$ cat src/rtl/i2c_cmd_pkg.sv
package i2c_cmd_pkg;
  localparam int LANE_W = 8;
  localparam int LANES  = 3;
  localparam int WORD_W = LANE_W * LANES;
  localparam int DIR_BIT = WORD_W - LANE_W;

  typedef enum logic [2:0] {
    ST_IDLE, ST_START, ST_TX, ST_ACK, ST_RX, ST_NACK, ST_STOP
  } seq_state_t;

  // number of bytes the master puts on the wire
  function automatic logic [1:0] tx_bytes(input logic rd, input logic three);
    if (rd) return 2'd1;
    return three ? 2'd3 : 2'd2;
  endfunction

  // place the received byte in the lowest lane
  function automatic logic [WORD_W-1:0] merge_rx(input logic [WORD_W-1:0] word,
                                                 input logic [LANE_W-1:0] rx);
    return {word[WORD_W-1:LANE_W], rx};
  endfunction
endpackage

$ cat src/rtl/i2c_qtr_tick.sv
module i2c_qtr_tick #(
  parameter int DIV_W = 8
) (
  input  logic             clk,
  input  logic             rst_n,
  input  logic             run,
  input  logic [DIV_W-1:0] div_cfg,
  output logic             tick
);
  logic [DIV_W-1:0] cnt;

  assign tick = run && (cnt == div_cfg);

  always_ff @(posedge clk) begin
    if (!rst_n)            cnt <= '0;
    else if (!run || tick) cnt <= '0;
    else                   cnt <= cnt + 1'b1;
  end
endmodule

$ cat src/rtl/i2c_byte_seq.sv
module i2c_byte_seq
  import i2c_cmd_pkg::*;
(
  input  logic              clk,
  input  logic              rst_n,
  input  logic              go,
  input  logic              tick,
  input  logic [WORD_W-1:0] cmd_word,
  input  logic              three_byte,
  input  logic              sda_in,
  output seq_state_t        state,
  output logic [1:0]        ph,
  output logic              drv_bit,
  output logic              busy,
  output logic              irq,
  output logic              ack_ok,
  output logic [WORD_W-1:0] data_q,
  output logic              sample_evt
);
  logic [WORD_W-1:0] sh;
  logic [LANE_W-1:0] rx;
  logic [2:0]        bit_idx;
  logic [1:0]        byte_idx;
  logic [1:0]        nbytes;
  logic              rd;

  assign busy       = (state != ST_IDLE);
  assign sample_evt = tick && (ph == 2'd2) && (state == ST_ACK || state == ST_RX);

  always_ff @(posedge clk) begin
    if (!rst_n) begin
      state    <= ST_IDLE;
      ph       <= 2'd0;
      sh       <= '0;
      rx       <= '0;
      bit_idx  <= 3'd7;
      byte_idx <= 2'd0;
      nbytes   <= 2'd0;
      rd       <= 1'b0;
      drv_bit  <= 1'b1;
      ack_ok   <= 1'b0;
      irq      <= 1'b0;
      data_q   <= '0;
    end else begin
      irq <= 1'b0;
      if (state == ST_IDLE) begin
        if (go) begin
          state    <= ST_START;
          ph       <= 2'd0;
          sh       <= cmd_word;
          data_q   <= cmd_word;
          rd       <= cmd_word[DIR_BIT];
          nbytes   <= tx_bytes(cmd_word[DIR_BIT], three_byte);
          byte_idx <= 2'd0;
          bit_idx  <= 3'd7;
          ack_ok   <= 1'b1;
          drv_bit  <= 1'b0;
        end
      end else if (tick) begin
        ph <= ph + 2'd1;
        // new SDA value is set only on entry to quarter 1 (SCL low)
        if (ph == 2'd0) begin
          case (state)
            ST_TX:                   drv_bit <= sh[WORD_W-1];
            ST_ACK, ST_RX, ST_NACK:  drv_bit <= 1'b1;
            default:                 drv_bit <= drv_bit;
          endcase
        end
        if (sample_evt) begin
          if (state == ST_ACK && sda_in) ack_ok <= 1'b0;
          if (state == ST_RX)            rx <= {rx[LANE_W-2:0], sda_in};
        end
        if (ph == 2'd3) begin
          case (state)
            ST_START: state <= ST_TX;
            ST_TX: begin
              sh <= {sh[WORD_W-2:0], 1'b0};
              if (bit_idx == 3'd0) state <= ST_ACK;
              else                 bit_idx <= bit_idx - 3'd1;
            end
            ST_ACK: begin
              bit_idx  <= 3'd7;
              byte_idx <= byte_idx + 2'd1;
              if (rd)                               state <= ST_RX;
              else if (byte_idx + 2'd1 == nbytes)   state <= ST_STOP;
              else                                  state <= ST_TX;
            end
            ST_RX: begin
              if (bit_idx == 3'd0) state <= ST_NACK;
              else                 bit_idx <= bit_idx - 3'd1;
            end
            ST_NACK: state <= ST_STOP;
            ST_STOP: begin
              state <= ST_IDLE;
              irq   <= 1'b1;
              if (rd) data_q <= merge_rx(data_q, rx);
            end
            default: state <= ST_IDLE;
          endcase
        end
      end
    end
  end
endmodule

$ cat src/rtl/i2c_od_pins.sv
module i2c_od_pins
  import i2c_cmd_pkg::*;
(
  input  seq_state_t state,
  input  logic [1:0] ph,
  input  logic       drv_bit,
  input  logic       sw_mode,
  input  logic       sw_scl,
  input  logic       sw_sda,
  output logic       scl_oe,
  output logic       sda_oe
);
  logic scl_rel;
  logic sda_rel;

  always_comb begin
    case (state)
      ST_IDLE: begin
        scl_rel = 1'b1;
        sda_rel = 1'b1;
      end
      ST_START: begin
        scl_rel = (ph != 2'd3);
        sda_rel = (ph == 2'd0);
      end
      ST_STOP: begin
        scl_rel = ph[1];
        sda_rel = (ph == 2'd3) || (ph == 2'd0 && drv_bit);
      end
      default: begin
        scl_rel = ph[1];
        sda_rel = drv_bit;
      end
    endcase
  end

  assign scl_oe = sw_mode ? !sw_scl : !scl_rel;
  assign sda_oe = sw_mode ? !sw_sda : !sda_rel;
endmodule

$ cat src/rtl/i2c_cmd_master.sv
module i2c_cmd_master
  import i2c_cmd_pkg::*;
#(
  parameter int DIV_W = 8
) (
  input  logic              clk,
  input  logic              rst_n,
  input  logic [DIV_W-1:0]  div_cfg,
  input  logic [WORD_W-1:0] cmd_word,
  input  logic              three_byte,
  input  logic              start,
  input  logic              sw_mode,
  input  logic              sw_scl,
  input  logic              sw_sda,
  input  logic              sda_in,
  output logic              scl_oe,
  output logic              sda_oe,
  output logic              busy,
  output logic              irq,
  output logic              ack_ok,
  output logic [WORD_W-1:0] data_q
);
  seq_state_t state;
  logic [1:0] ph;
  logic       drv_bit;
  logic       tick;
  logic       go;
  logic       sample_evt;
  logic       in_start;
  logic       in_stop;

  assign go       = start && !busy && !sw_mode;
  assign in_start = (state == ST_START);
  assign in_stop  = (state == ST_STOP);

  i2c_qtr_tick #(.DIV_W(DIV_W)) u_tick (
    .clk(clk), .rst_n(rst_n), .run(busy), .div_cfg(div_cfg), .tick(tick)
  );

  i2c_byte_seq u_seq (
    .clk(clk), .rst_n(rst_n), .go(go), .tick(tick),
    .cmd_word(cmd_word), .three_byte(three_byte), .sda_in(sda_in),
    .state(state), .ph(ph), .drv_bit(drv_bit), .busy(busy), .irq(irq),
    .ack_ok(ack_ok), .data_q(data_q), .sample_evt(sample_evt)
  );

  i2c_od_pins u_pins (
    .state(state), .ph(ph), .drv_bit(drv_bit), .sw_mode(sw_mode),
    .sw_scl(sw_scl), .sw_sda(sw_sda), .scl_oe(scl_oe), .sda_oe(sda_oe)
  );
endmodule

$ cat config.mk
export PLATFORM = sky130hd
export DESIGN_NAME = i2c_cmd_master
export DESIGN_NICKNAME = d
export VERILOG_FILES = /design/src/rtl/i2c_cmd_pkg.sv /design/src/rtl/i2c_qtr_tick.sv /design/src/rtl/i2c_byte_seq.sv /design/src/rtl/i2c_od_pins.sv /design/src/rtl/i2c_cmd_master.sv
export SDC_FILE = /design/constraint.sdc
export NUM_CORES = 1
export LEC_CHECK = 0
export BUFFER_PORTS_ARGS = -buffer_cell sky130_fd_sc_hd__buf_2
export CAP_MARGIN = 20
export CORE_ASPECT_RATIO = 0.5
export CORE_MARGIN = 2
export CORE_UTILIZATION = 55
export DETAILED_ROUTE_END_ITERATION = 6
export MAX_ROUTING_LAYER = met4
export PLACE_DENSITY = 0.85
export SYNTH_ARGS = -nofsm -noshare
export SYNTH_HDL_FRONTEND = slang
export SYNTH_SLANG_ARGS = --single-unit
export TNS_END_PERCENT = 30
$ cat constraint.sdc
create_clock -name clk -period 5.3 [get_ports clk]
set_clock_uncertainty 0.15 [all_clocks]
set_input_delay 1.325 -clock clk [delete_from_list [all_inputs] [get_ports clk]]
set_output_delay 1.325 -clock clk [all_outputs]
set_load 0.05 [all_outputs]
==> results summary, run 1 <==
The flow ran to the end, and the final reports show no timing, DRC or antenna violations. Entering global routing, the biggest net connects 54 pins. Once detail routing completed, the nets flagged for antenna violations numbered 0. The net switching power came out at 423 µW. The number of clock buffers added by TritonCTS is 9. On the worst path, the slowest cell contributes a delay of 710 ps. For the pin with the worst max-slew slack, the measured transition is 904 ps. The worst register-to-register path begins at u_seq.state[0].

The analysis attributes to cell leakage a power of 1.99 nW. The post-synthesis cell count came out at 419. Summed over all layers, the global routing overflow is 0. The worst setup path is captured at an output port.

The post-route total power is 1.58 mW. The maximum net fanout on the critical path came out at 17. The height of the die is 63.0 µm. The critical path is of the reg -> out type. The final layout contains routed wiring with a total length of 8500 µm. In this run, post-CTS hold repair placed 0 buffers. The critical path arrival came out at 2060 ps. The wire length of the first global-routing pass is 14300 µm. The clock-pin slew reported for the worst setup and hold paths after clock tree synthesis is 60 ps.

The die outline width is 122 µm. The number of nets in the synthesized netlist came out at 465. The clock passes through at most 2 buffers. The first detailed-routing pass took 4 iterations. The highest clock rate came out at 283 MHz. In this run the standard cell core region covers 6700 µm². Of the total power, registers draw 0.415. For hold timing, the worst endpoint is u_seq.data_q[20]. In this run, synthesis produced a sequential element count of 80. The average instance in the mapped netlist occupies 9.14 µm². The count of yosys warnings during synthesis is 0. The switching share of power is 0.268. The count of cells along the worst register-to-register path is 5. After layout, the minimum clock period comes to 3530 ps.

The final layout contains 521 nets. The commonest non-fill, non-tap cell in the layout is sky130_fd_sc_hd__dfxtp_1. The congestion estimate from routability-driven global placement came to 0.878. The quantity of I/O buffers inserted on ports is 68. The summed instance area of the synthesized netlist came out at 3830 µm².

Including well taps, the total number of placed cells is 556. The synthesis-to-layout area growth is 18.1%. The final instance count without filler cells came out at 572. For this design, the slowest cell found on the critical path is sky130_fd_sc_hd__dfxtp_1. The diode insertion count for antenna repair is 0. For this design the top-level I/O count stands at 69. The average routed wire per standard cell came out at 14.9 µm. The row count is 21. For this run, the total global-route usage over all layers was measured as 0.240. Of the total power, combinational logic draws 0.154. The share of post-route cells with drive strength above 1 came out at 0.248.

The number of flops mapped to enable cells by yosys is 0. The number of buffers added for setup after CTS came out at 0. The number of antenna violations at the first check in global routing is 0.

The worst hold path was traced through 2 stages. The largest vdd supply drop is 0.000169 V. The initial core utilization came out at 0.572.

Counting the fill cells in the layout gives 537. The number of buffers and inverters on the critical path is 1. Hold timing on the final database bottoms out at a slack of 300 ps. The detailed-route via count came out at 3270. In this run the power density over the cells is 350 nW/µm². The cell at the root of the clock tree is sky130_fd_sc_hd__clkbuf_16. The number of hold violations in the final report came out at 0.

The share of the Yosys chip area taken by registers is 0.418. In the layout the commonest cells are sky130_fd_sc_hd__dfxtp_1, sky130_fd_sc_hd__buf_2, sky130_fd_sc_hd__nand2_1, sky130_fd_sc_hd__a21oi_1, sky130_fd_sc_hd__nor2_1. The reg-to-reg setup timing slack came out at 2540 ps. The clock share of power is 0.430. The post-detailed-route DRC marker count came out at 0. In the final layout, flip-flops and latches occupy 1600 µm². For this block, the initial DRC count from the detailed router was 277. The type of the tightest min-delay check is reg -> reg. The endpoint of the most critical register-to-register path is u_seq.state[0]. The via count of the first global-routing pass came out at 3187. The fraction of registers with async set or reset after synthesis came out at 0.

The count of pins over their slew limit came out at 0. The cell family contributing the most delay on the critical path is flip-flops. The setup-violating endpoint count in the final report is 0. The aggregate negative setup slack is 0 ps. The total die area came out at 7690 µm². The detailed-placement wirelength estimate came out at 5600 µm.

TritonCTS built the clock tree. The clock latency reported for the late side of the worst-skew pair is 340 ps. The number of sinks handled by clock tree synthesis came out at 80.

After synthesis, the netlist uses 53 different library cells. The signal on the critical path passes through nor2_1, a21o_1, a222oi_1, mux2i_1, buf_2. The post-route fraction of the period consumed by the critical path is 0.667. The worst setup path is launched from a flip-flop. Summing all multi-input logic gate instances after layout gives 2060 µm².

The leading register cell type out of synthesis is sky130_fd_sc_hd__dfxtp_1. The average vias per placed instance came out at 5.72. STA puts the critical path data required time at 3830 ps. Setup repair after global routing left no endpoint under its margin. The number of gates resized after CTS came out at 0. The H-tree was split into 3 levels. The max-cap violation count is 0. The startpoint identified for the worst hold timing path is u_seq.data_q[20]. The relative slew slack is 0.396.

The internal portion of total power came out at 1.16 mW.
power groups by stage:
stage | Combinational [mW] | Clock, mW | Sequential, mW
6_report | 0.244 | 0.680 | 0.657
5_1_grt | 0.263 | 0.723 | 0.661
4_1_cts | 0.244 | 0.690 | 0.657
2_1_floorplan | 0.150 | 0 | 0.703
3_5_place_dp | 0.242 | 0 | 0.669
3_3_place_gp | 0.239 | 0 | 0.668
routing by layer:
layer | part of all wire | GRT usage
met4 | 0.019 | 0.0848
met1 | 0.47 | 0.294
met2 | 0.45 | 0.377
met3 | 0.065 | 0.0721
met5 | 0 | -
logic make-up after synthesis:
family / after synthesis / share of synthesized area
AO/OA/AOI/OAI: 100 / 0.201
XOR/XNOR: 16 / 0.0366
adder cells (fa/ha/maj): 6 / 0.0196
buffers and inverters: 37 / 0.0444
flip-flops: 80 / 0.418
multiplexers: 32 / 0.0836
AND/OR/NAND/NOR: 148 / 0.197
how the worst max path moves through the flow:
| stage | start | to | slack (ps) | cells after the start |
|---|---|---|---|---|
| after floorplan | sw_mode | sda_oe | 1650 | 1 |
| after global placement | div_cfg[0] | u_seq.sh[0] | 1800 | 6 |
| after detailed placement | div_cfg[3] | u_seq.sh[12] | 1740 | 6 |
| after CTS | u_seq.state[1] | sda_oe | 1770 | 5 |
| after global routing | u_seq.state[1] | sda_oe | 1590 | 5 |
| final | u_seq.state[1] | sda_oe | 1770 | 5 |
stage by stage:
stage,cell area [µm²],worst slack (ps),utilization
final,4520,1770,0.675
after global routing,4520,1590,0.675
after CTS,4520,1770,0.675
after detailed placement,4190,1740,0.626
after global placement,4190,1800,0.626
after floorplan,3830,1650,-
synth_stat cells (4+ instances only):
cell | count | share of area
sky130_fd_sc_hd__nand2b_1 | 5 | 0.0082
sky130_fd_sc_hd__o21ai_0 | 7 | 0.0091
sky130_fd_sc_hd__a211oi_2 | 19 | 0.062
sky130_fd_sc_hd__a211oi_1 | 4 | 0.0078
sky130_fd_sc_hd__buf_2 | 7 | 0.0091
sky130_fd_sc_hd__xor2_1 | 15 | 0.034
sky130_fd_sc_hd__nand3_1 | 17 | 0.022
sky130_fd_sc_hd__dfxtp_1 | 80 | 0.42
sky130_fd_sc_hd__o221ai_1 | 8 | 0.018
sky130_fd_sc_hd__a21oi_1 | 39 | 0.051
sky130_fd_sc_hd__nor2_1 | 33 | 0.032
sky130_fd_sc_hd__nor3_1 | 25 | 0.033
sky130_fd_sc_hd__mux2i_1 | 32 | 0.084
sky130_fd_sc_hd__clkbuf_1 | 16 | 0.016
sky130_fd_sc_hd__nand2_1 | 42 | 0.041
sky130_fd_sc_hd__ha_1 | 6 | 0.020
sky130_fd_sc_hd__inv_1 | 7 | 0.0069
sky130_fd_sc_hd__nor2b_1 | 5 | 0.0082
final cells by class:
type,instances,area share
multi-input cells,302,0.456
flip-flops and latches,80,0.354
repair buffers,73,0.0835
clock buffers,12,0.0567
well taps,92,0.0254
clock inverters,4,0.0169
inverters,9,0.00747
flip-flops by register name (all words and copies together), names as in the netlist, 2 cells and up:
signal,cells
u_seq.bit_idx,3
u_seq.byte_idx,2
u_seq.data_q,24
u_seq.nbytes,2
u_seq.ph,2
u_seq.rx,8
u_seq.sh,24
u_seq.state,3
u_tick.cnt,8
tightest hold or removal path: stages, from the launching register on:
cell and delay, ps:
sky130_fd_sc_hd__dfxtp_1 300, sky130_fd_sc_hd__nand2_1 50, sky130_fd_sc_hd__a21oi_1 50
Note: power is estimated with default switching activity, not from simulation.
==> run 2: changes to the inputs <==
clock period = 3.6 ns   (was 5.3 ns; I/O delays follow)
==> run 2 against run 1 <==
Worst hold slack gained 2.1 ps. Core utilization hardly changed. Flip-flop and latch count unchanged. Critical path depth is the same. Non-clock buffer count up 3. Setup slack got worse by 1300 ps. Combinational power grew 50%. Via count up 0.21%. Sequential share of layout area is essentially flat. Critical path type unchanged. Largest cell class unchanged. Largest power group is now sequential cells.
==> results summary, run 2 (synthesis results as in run 1) <==
The final critical delay including setup and external delays came out at 3080 ps. The detailed-route via count came out at 3277 (+0.21%). The diode insertion count for antenna repair came out at 0 (unchanged). The number of hold violations in the final report is 0 (unchanged). The setup-violating endpoint count in the final report came out at 0 (unchanged). The top-level I/O count is 69 (unchanged). The static leakage is 2.00 nW (+0.55%). The required time of the worst setup path is 2550 ps (-1280 ps). The placeable core region is 6700 µm² (unchanged). The die outline width was 122 µm (unchanged). The actual transition at the worst max-transition pin came out at 731 ps (-173 ps). The detailed-placement wirelength estimate is 5600 µm (about the same). The violation count after the first detailed-route iteration is 247 (-11%). The total die area was 7690 µm² (unchanged).

The category of the worst setup path launch point is a flip-flop. The number of nets with antenna violations after detailed routing was 0 (unchanged). The clock-pin slew reported for the worst setup and hold paths after clock tree synthesis is 60 ps (about the same). The overall fraction of global-route tracks in use was 0.245 (+0.00505). The post-route fraction of the period consumed by the critical path came out at 0.857. TritonCTS built the clock tree. The ratio of total power to cell area is 506 nW/µm² (+45%). The number of gates resized after CTS came out at 0 (unchanged). The routing usage on met1 is 0.299 (+0.00478). The wire length of the first global-routing pass is 14400 µm (+0.68%). The commonest non-fill, non-tap cell in the layout is sky130_fd_sc_hd__dfxtp_1. The post-detailed-route DRC marker count was 0 (unchanged). The number of buffers added for setup after CTS came to 0 (unchanged).

The total of hold buffers inserted after clock tree synthesis came to 0 (unchanged). The pin count of the biggest net entering global routing is 52 (-3.7%). The largest vdd supply drop is 0.000266 V (+57%). The run finished with clean final reports. The global routing met3 resource utilization is 0.0693 (-0.00274). The clock latency reported for the late side of the worst-skew pair came out at 330 ps (about the same).

The height of the die came out at 63.0 µm (unchanged). The number of buffers on the longest clock path came out at 2 (unchanged). The detailed-router iteration count before antenna repair came out at 5 (+1). The initial core utilization came out at 0.572 (unchanged).

The TritonCTS buffer count is 9 (unchanged). The global routing met2 resource utilization was 0.389 (+0.0119). The tree is rooted in a sky130_fd_sc_hd__clkbuf_16. The average vias per placed instance came out at 5.72 (about the same). The H-tree depth was 3 (unchanged).

The worst setup path is captured at an output port. The row count is 21 (unchanged). The tightest min-delay check is of the reg -> reg type. The global routing stage identified its most utilized layer as met2.

The average routed wire per standard cell came out at 15.1 µm (+1.9%). The maximum net fanout on the critical path came out at 19 (+2). The final net count came out at 524 (+0.58%).

The number of sinks handled by clock tree synthesis is 80 (unchanged). The via count of the first global-routing pass came out at 3138 (-1.5%). The critical path class is reg -> out. The residual overflow from global routing is 0 (unchanged). The global placement routability congestion came out at 0.870 (-0.91%). The aggregate negative setup slack came out at 0 ps (unchanged). The largest registers in the layout are u_seq.data_q (24), u_seq.sh (24).

The max-cap violation count was 0 (unchanged). The top cell types in the final layout, fill and taps aside, are sky130_fd_sc_hd__dfxtp_1, sky130_fd_sc_hd__buf_2, sky130_fd_sc_hd__nand2_1, sky130_fd_sc_hd__a21oi_1, sky130_fd_sc_hd__nor2_1. The quantity of I/O buffers inserted on ports came out at 68 (unchanged). The relative slew slack is 0.511 (+0.116). The share of post-route cells with drive strength above 1 came out at 0.252 (+0.00364). The critical path arrival is 2030 ps (-30 ps).

The wire length after detailed routing was 8680 µm (+2.1%). The final core area utilization came to 0.675 (about the same). Setup repair after global routing left no endpoint under its margin. The highest clock rate came out at 324 MHz. The number of antenna violations at the first check in global routing came out at 0 (unchanged).

The synthesis-to-layout area growth came to 18.1% (about the same). The count of pins over their slew limit is 0 (unchanged).
run 2: critical path, cell delays in order (launching register included):
cell and delay [ps]:
sky130_fd_sc_hd__dfxtp_1 730, sky130_fd_sc_hd__nand2b_1 240, sky130_fd_sc_hd__o32ai_1 90, sky130_fd_sc_hd__a222oi_1 320, sky130_fd_sc_hd__mux2i_1 110, sky130_fd_sc_hd__buf_2 220
run 2: layout make-up:
type                    instances  area (µm²)
fillers                       545        2180
multi-input cells             302        2060
flip-flops and latches         80        1600
repair buffers                 76         400
clock buffers                  10         239
well taps                      92         115
clock inverters                 4        70.1
inverters                       9        33.8
run 2: layer usage:
metal  share of wire  up-vias
met5               0        -
met1            0.47     1536
met4           0.017        0
li1                -     1637
met2            0.47       89
met3           0.050       15
run 2: per-stage QoR:
step | hold WS (ps) | power, mW | worst slack [ps] | cell area [µm²] | cells
global placement | 289 | 1.34 | 706 | 4210 | 559
CTS | 303 | 2.30 | 507 | 4520 | 573
global route | 319 | 2.38 | 367 | 4520 | 573
finish | 302 | 2.29 | 516 | 4520 | 573
floorplan | 275 | 1.26 | 708 | 3830 | 419
detailed placement | 295 | 1.34 | 541 | 4210 | 559
run 2: power breakdown:
| group | switching (mW) | internal, mW |
|---|---|---|
| clock network | 0.343 | 0.615 |
| logic | 0.239 | 0.127 |
| registers | 0.0320 | 0.933 |
| total | 0.614 | 1.68 |
run 2: final timing paths:
kind                          end  slack, ps  cells after the start       startpoint
setup / recovery           sda_oe        520                      5   u_seq.state[0]
hold / removal    u_seq.data_q[8]        300                      2  u_seq.data_q[8]
setup reg to reg      u_seq.sh[1]        780                      6   u_seq.state[0]
hold reg to reg   u_seq.data_q[8]        300                      2  u_seq.data_q[8]
